`src/rtl/cmb_pkg.sv`:
```
package cmb_pkg;

  typedef enum logic [1:0] {
    BR_SEQ = 2'b00,
    BR_NZ  = 2'b01,
    BR_Z   = 2'b10,
    BR_RSV = 2'b11
  } brKind_e;

  typedef struct packed {
    logic [1:0] condWe;   // [0] low half, [1] high half
    logic [1:0] maskWe;
    logic       evalEn;
    brKind_e    kind;
    logic       takeNow;
  } ctrlStrobes_t;

endpackage

```
`src/rtl/cmb_ctrl.sv`:
```
module cmb_ctrl
  import cmb_pkg::*;
(
  input  logic         condWrLo,
  input  logic         condWrHi,
  input  logic         maskWrLo,
  input  logic         maskWrHi,
  input  logic         brValid,
  input  logic [1:0]   brType,
  input  logic         condIsZero,
  output ctrlStrobes_t strobes
);

  brKind_e kind;
  logic    testHit;

  always_comb begin
    kind = brKind_e'(brType);
    unique case (kind)
      BR_NZ:   testHit = !condIsZero;
      BR_Z:    testHit = condIsZero;
      default: testHit = 1'b0;
    endcase
  end

  always_comb begin
    strobes.condWe  = {condWrHi, condWrLo};
    strobes.maskWe  = {maskWrHi, maskWrLo};
    strobes.evalEn  = brValid;
    strobes.kind    = kind;
    strobes.takeNow = brValid && testHit;
  end

endmodule

```
`src/rtl/cmb_datapath.sv`:
```
module cmb_datapath
  import cmb_pkg::*;
#(
  parameter int HALF_W = 32,
  parameter int PC_W   = 30,
  parameter int OFS_W  = 16
) (
  input  logic                clk,
  input  logic                rstN,
  input  logic                laneMode64,
  input  logic [HALF_W-1:0]   wrData,
  input  ctrlStrobes_t        strobes,
  input  logic [OFS_W-1:0]    brOffset,
  input  logic [PC_W-1:0]     pcIn,
  output logic                condIsZero,
  output logic [PC_W-1:0]     nextPc,
  output logic                taken,
  output logic                nextValid,
  output logic [2*HALF_W-1:0] condView,
  output logic [2*HALF_W-1:0] maskView
);

  localparam int FULL_W = 2 * HALF_W;
  localparam int EXT_W  = PC_W - OFS_W;

  logic [HALF_W-1:0] condHalf [2];
  logic [HALF_W-1:0] maskHalf [2];
  logic [HALF_W-1:0] hiGate;

  // Two independently written halves per register
  for (genvar h = 0; h < 2; h++) begin : g_half
    always_ff @(posedge clk) begin
      if (!rstN) begin
        condHalf[h] <= '0;
        maskHalf[h] <= '0;
      end else begin
        if (strobes.condWe[h]) condHalf[h] <= wrData;
        if (strobes.maskWe[h]) maskHalf[h] <= wrData;
      end
    end
  end

  // High halves are hidden in 32-lane mode
  assign hiGate     = {HALF_W{laneMode64}};
  assign condView   = {condHalf[1] & hiGate, condHalf[0]};
  assign maskView   = {maskHalf[1] & hiGate, maskHalf[0]};
  assign condIsZero = (condView == '0);

  logic [PC_W-1:0] ofsExt;
  logic [PC_W-1:0] seqPc;
  logic [PC_W-1:0] targetPc;

  assign ofsExt   = {{EXT_W{brOffset[OFS_W-1]}}, brOffset};
  assign seqPc    = pcIn + PC_W'(1);
  assign targetPc = strobes.takeNow ? (seqPc + ofsExt) : seqPc;

  always_ff @(posedge clk) begin
    if (!rstN) begin
      nextPc    <= '0;
      taken     <= 1'b0;
      nextValid <= 1'b0;
    end else begin
      nextValid <= strobes.evalEn;
      if (strobes.evalEn) begin
        nextPc <= targetPc;
        taken  <= strobes.takeNow;
      end
    end
  end

  AST_NZ_TEST: assert property (@(posedge clk) disable iff (!rstN)
    (strobes.evalEn && strobes.kind == BR_NZ) |=> (taken == ($past(condView) != '0)));
  AST_Z_TEST: assert property (@(posedge clk) disable iff (!rstN)
    (strobes.evalEn && strobes.kind == BR_Z) |=> (taken == ($past(condView) == '0)));
  AST_STALE_HI: assert property (@(posedge clk) disable iff (!rstN)
    (strobes.evalEn && strobes.kind == BR_NZ && !laneMode64 && condHalf[0] == '0) |=> !taken);
  AST_SEQ_PC: assert property (@(posedge clk) disable iff (!rstN)
    (strobes.evalEn && !strobes.takeNow) |=> (nextPc == PC_W'($past(pcIn) + PC_W'(1))));
  AST_RSV_SEQ: assert property (@(posedge clk) disable iff (!rstN)
    (strobes.evalEn && (strobes.kind == BR_SEQ || strobes.kind == BR_RSV)) |=> !taken);
  AST_HOLD_IDLE: assert property (@(posedge clk) disable iff (!rstN)
    !strobes.evalEn |=> (!nextValid && $stable(nextPc) && $stable(taken)));
  AST_HALF_ISOLATE: assert property (@(posedge clk) disable iff (!rstN)
    (strobes.condWe == 2'b01) |=> $stable(condHalf[1]));

endmodule

```
`src/rtl/cmask_branch_unit.sv`:
```
module cmask_branch_unit
  import cmb_pkg::*;
#(
  parameter int HALF_W = 32,
  parameter int PC_W   = 30,
  parameter int OFS_W  = 16
) (
  input  logic                clk,
  input  logic                rstN,
  input  logic                laneMode64,
  input  logic [HALF_W-1:0]   wrData,
  input  logic                condWrLo,
  input  logic                condWrHi,
  input  logic                maskWrLo,
  input  logic                maskWrHi,
  input  logic                brValid,
  input  logic [1:0]          brType,
  input  logic [OFS_W-1:0]    brOffset,
  input  logic [PC_W-1:0]     pcIn,
  output logic [PC_W-1:0]     nextPc,
  output logic [PC_W+1:0]     nextPcBytes,
  output logic                taken,
  output logic                nextValid,
  output logic [2*HALF_W-1:0] condView,
  output logic [2*HALF_W-1:0] maskView
);

  ctrlStrobes_t strobes;
  logic         condIsZero;

  cmb_ctrl u_ctrl (
    .condWrLo  (condWrLo),
    .condWrHi  (condWrHi),
    .maskWrLo  (maskWrLo),
    .maskWrHi  (maskWrHi),
    .brValid   (brValid),
    .brType    (brType),
    .condIsZero(condIsZero),
    .strobes   (strobes)
  );

  cmb_datapath #(
    .HALF_W(HALF_W),
    .PC_W  (PC_W),
    .OFS_W (OFS_W)
  ) u_dp (
    .clk       (clk),
    .rstN      (rstN),
    .laneMode64(laneMode64),
    .wrData    (wrData),
    .strobes   (strobes),
    .brOffset  (brOffset),
    .pcIn      (pcIn),
    .condIsZero(condIsZero),
    .nextPc    (nextPc),
    .taken     (taken),
    .nextValid (nextValid),
    .condView  (condView),
    .maskView  (maskView)
  );

  assign nextPcBytes = {nextPc, 2'b00};

endmodule

```
`config.mk`:
```
export PLATFORM = sky130hd
export DESIGN_NAME = cmask_branch_unit
export DESIGN_NICKNAME = d
export VERILOG_FILES = /design/src/rtl/cmb_pkg.sv /design/src/rtl/cmb_ctrl.sv /design/src/rtl/cmb_datapath.sv /design/src/rtl/cmask_branch_unit.sv
export SDC_FILE = /design/constraint.sdc
export NUM_CORES = 1
export LEC_CHECK = 0
export BUFFER_PORTS_ARGS = -buffer_cell sky130_fd_sc_hd__buf_2
export CORE_MARGIN = 5
export CORE_UTILIZATION = 54
export CTS_BUF_LIST = sky130_fd_sc_hd__clkbuf_4
export DETAILED_ROUTE_END_ITERATION = 16
export PLACE_DENSITY = 0.8
export SLEW_MARGIN = 5
export SYNTH_ARGS = -nofsm -noshare
export SYNTH_HDL_FRONTEND = slang
export SYNTH_SLANG_ARGS = --single-unit
```
`constraint.sdc`:
```
create_clock -name clk -period 5.38 [get_ports clk]
set_input_delay 1.076 -clock clk [delete_from_list [all_inputs] [get_ports clk]]
set_output_delay 1.076 -clock clk [all_outputs]
set_load 0.02 [all_outputs]
```
==> summary.txt <==
Setup path
  • Worst setup EP type: flip-flop
  • Data required time at the worst endpoint: 5800 ps
  • Crit Path Class: in -> reg
  • R2R Path End: u_dp.nextPc[29]$_SDFFE_PN0P_
  • Reg2Reg Setup Slack: 2340 ps
  • Worst r2r path cells: 10
  • Worst Path Arrival: 4810 ps
  • CP startpoint: pcIn[2]
  • Worst reg2reg startpoint: u_dp.condHalf[1][19]$_SDFFCE_PN0P_
  • Crit path max fanout: 9
  • CP Launch Type: input port

Placement
  • Hpwl dp: 19.50 mm
  • DP Area: 10,410 sq um
  • Placer Congestion: 0.9034
  • PortBufs: 277

Pwr
  • Clock power frac: 0.275
  • Flop pwr share: 0.491
  • Switching Fraction: 0.3131
  • P per Cell Area: 282.1 nW/um^2
  • Comb pwr share: 0.234
  • P_int: 2082 uW
  • Leakage power: 0.005203 uW
  • Peak VDD IR: 0.1995 mV
  • Net switching power: 949.3 uW

Timing
  • Slew @ Worst Pin: 1107 ps
  • Hold_ws: 484.4 ps
  • Final-report hold violation count: 0
  • Worst slew margin: 0.2619
  • Fin. max-slew vios: 0
  • RSZ-0062 raised after global routing: no
  • Fin crit share: 0.8169
  • Final setup violation count: 0
  • Max Fclk: 227.5 MHz
  • Crit path time final: 4395 ps
  • Setup TNS: 0 ps
  • Clock Skews: 30.47 ps

Synth
  • Post-synth EDFFs: 128
  • Top cell type's share of synthesized area: 0.4213
  • Cells after Synth: 875
  • Synth area leader: edfxtp_1
  • Syn Area/Cell: 10.43 sq um
  • Sequential share of the synthesized area: 0.4915
  • Number of synthesized register bits: 160
  • Most frequent cell after synthesis: and3_1
  • Ranking of synthesized cells by area: edfxtp_1, and3_1, dfxtp_1
  • Post-synthesis cell area: 9124 sq um
  • Post-synthesis cell type count: 65
  • Most frequent cells after synthesis: and3_1, edfxtp_1, and2_1
  • Total number of yosys warnings: 0
  • Post-synth top flop: edfxtp_1
  • Asr flop ratio synth: 0

Clocking
  • Post-CTS sizing: 0
  • Clock root cell: clkbuf_4
  • Cts hold-fix bufs: 0
  • Num Clock Sinks: 160
  • Clk_lat worst skew: 560 ps
  • Num CTS Buffers: 17
  • Htree depth: 4
  • CTS max path bufs: 2
  • CTS tree: yes
  • Clock-pin transition on the worst setup and hold timing paths: 150 ps
  • Setup repair bufs after CTS: 0

Global routing
  • Initial antenna violation count: 2
  • Tot GR Track Use: 0.2660
  • Overflow after GRT: 0
  • Global-route wire length before repair: 41.57 mm
  • Largest net degree at the start of global routing: 145
  • Vias in the first global route: 7,612

Route
  • DRC errors left: 0
  • DR vias/cell: 5.847
  • Final wirelength: 26.69 mm
  • Initial drt markers: 611
  • Via Count: 7,776
  • WL/cell: 20.07 microns
  • ANT nets after route: 0
  • Drt pass-1 iters: 5

Floorplanning
  • Die ar.: 19,600 sq um
  • Width of the die: 140.0 microns
  • Site Rows: 47
  • Starting Density: 0.5502
  • Core area: 16,580 sq um
  • Die height: 140.0 microns
  • Io pins: 280

Finish
  • Area growth syn-to-layout: 17.80%
  • # fillers: 1,376
  • Final instance area: 10,750 sq um
  • Fin nets: 1,220
  • Multi-input logic area: 4140 sq um
  • Ratio of cells with drive above 1 in the final layout: 0.3017
  • Flip-flop and latch area: 4484 sq um

Worst hold path
  • Hold WC Path Type: reg -> reg
  • Hold path endpoint: u_dp.taken$_SDFFE_PN0P_
  • Worst hold start: u_dp.taken$_SDFFE_PN0P_
  • Hold path depth: 2

Status
  • Status: finished clean

Job
  • Max-cap violation count: 0
[sequential cells by signal, summed over array words and instances, names as in the netlist]
name / flops
u_dp.condHalf: 64
u_dp.maskHalf: 64
u_dp.nextPc: 30
u_dp.nextValid: 1
u_dp.taken: 1
[stage by stage]
| step | setup WS (ps) | util | std cells | total power (uW) |
|---|---|---|---|---|
| floorplan | 912.2 | - | 876 | 1985 |
| global placement | 522.4 | 0.6277 | 1295 | 2213 |
| detailed placement | 465.8 | 0.6277 | 1295 | 2221 |
| CTS | 1070 | 0.6477 | 1327 | 3038 |
| global route | 661.9 | 0.6481 | 1330 | 3167 |
| finish | 985.0 | 0.6481 | 1330 | 3032 |
[cell usage in the layout, fill, tap and decap left out, types with 10 or more instances in the layout]
master and instances:
xor2_1 13, a31oi_1 10, a21o_1 16, xnor2_1 36, nand4_1 15, nand3_1 17, and2_1 68, clkbuf_4 20
a21oi_1 42, a211oi_1 12, edfxtp_1 128, ha_1 37, and3_1 138, buf_4 11, dfxtp_1 32, inv_1 11
buf_2 276, nor4_1 18, o21ai_0 15, nand2_1 44, nor2_1 39
[logic make-up (layout without fill, tap and decap cells)]
kind of cell / Yosys count / after routing / synth area share
adder cells (fa/ha/maj): 38 / 38 / 0.05293
multiplexers: 1 / 1 / 0.001097
flip-flops: 160 / 160 / 0.4915
buffers and inverters: 100 / 331 / 0.05677
other: 1 / 5 / 0.0004110
AND/OR/NAND/NOR: 373 / 373 / 0.2333
AO/OA/AOI/OAI: 153 / 153 / 0.1170
XOR/XNOR: 49 / 49 / 0.04704
[worst max-delay path: stages]
cell,delay [ps]
buf_2,120
and4_1,240
and3_1,200
and3_1,210
and3_1,370
nand2_1,120
xnor2_1,170
ha_1,370
o21ai_1,120
a2111oi_2,500
a211oi_1,140
a211oi_2,240
nor4b_1,280
nor4_1,100
nor3_1,260
a2bb2oi_1,230
a21oi_2,70
[routing by layer]
layer / routed length, microns / GRT usage
met4: 731 / 0.09179
met2: 13040 / 0.4485
met1: 10750 / 0.3420
met3: 2156 / 0.05590
met5: 7 / 0
[area by class of cell]
type	instances	share of cell area
multi-input combinational	616	0.3852
sequential	160	0.4172
timing repair buffer	287	0.1362
antenna	3	0.0006985
tap	220	0.02561
clock buffer	20	0.01397
inverter	12	0.004191
clock inverter	12	0.01688
[power by group through the flow]
stage	clock [uW]	combinational, uW	sequential [uW]
3_3_place_gp	0	701	1510
4_1_cts	840	710	1490
6_report	833	711	1490
5_1_grt	901	768	1500
2_1_floorplan	0	408	1580
3_5_place_dp	0	707	1510
[worst max path at each step]
stage	end	slack, ps	depth (start not counted)
finish	u_dp.nextPc[29]$_SDFFE_PN0P_	990	17
global route	u_dp.nextPc[25]$_SDFFE_PN0P_	660	17
CTS	u_dp.nextPc[29]$_SDFFE_PN0P_	1070	17
detailed placement	u_dp.nextPc[29]$_SDFFE_PN0P_	470	17
global placement	u_dp.nextPc[29]$_SDFFE_PN0P_	520	17
floorplan	u_dp.nextPc[29]$_SDFFE_PN0P_	910	19
Power figures use the tool's default switching activity.
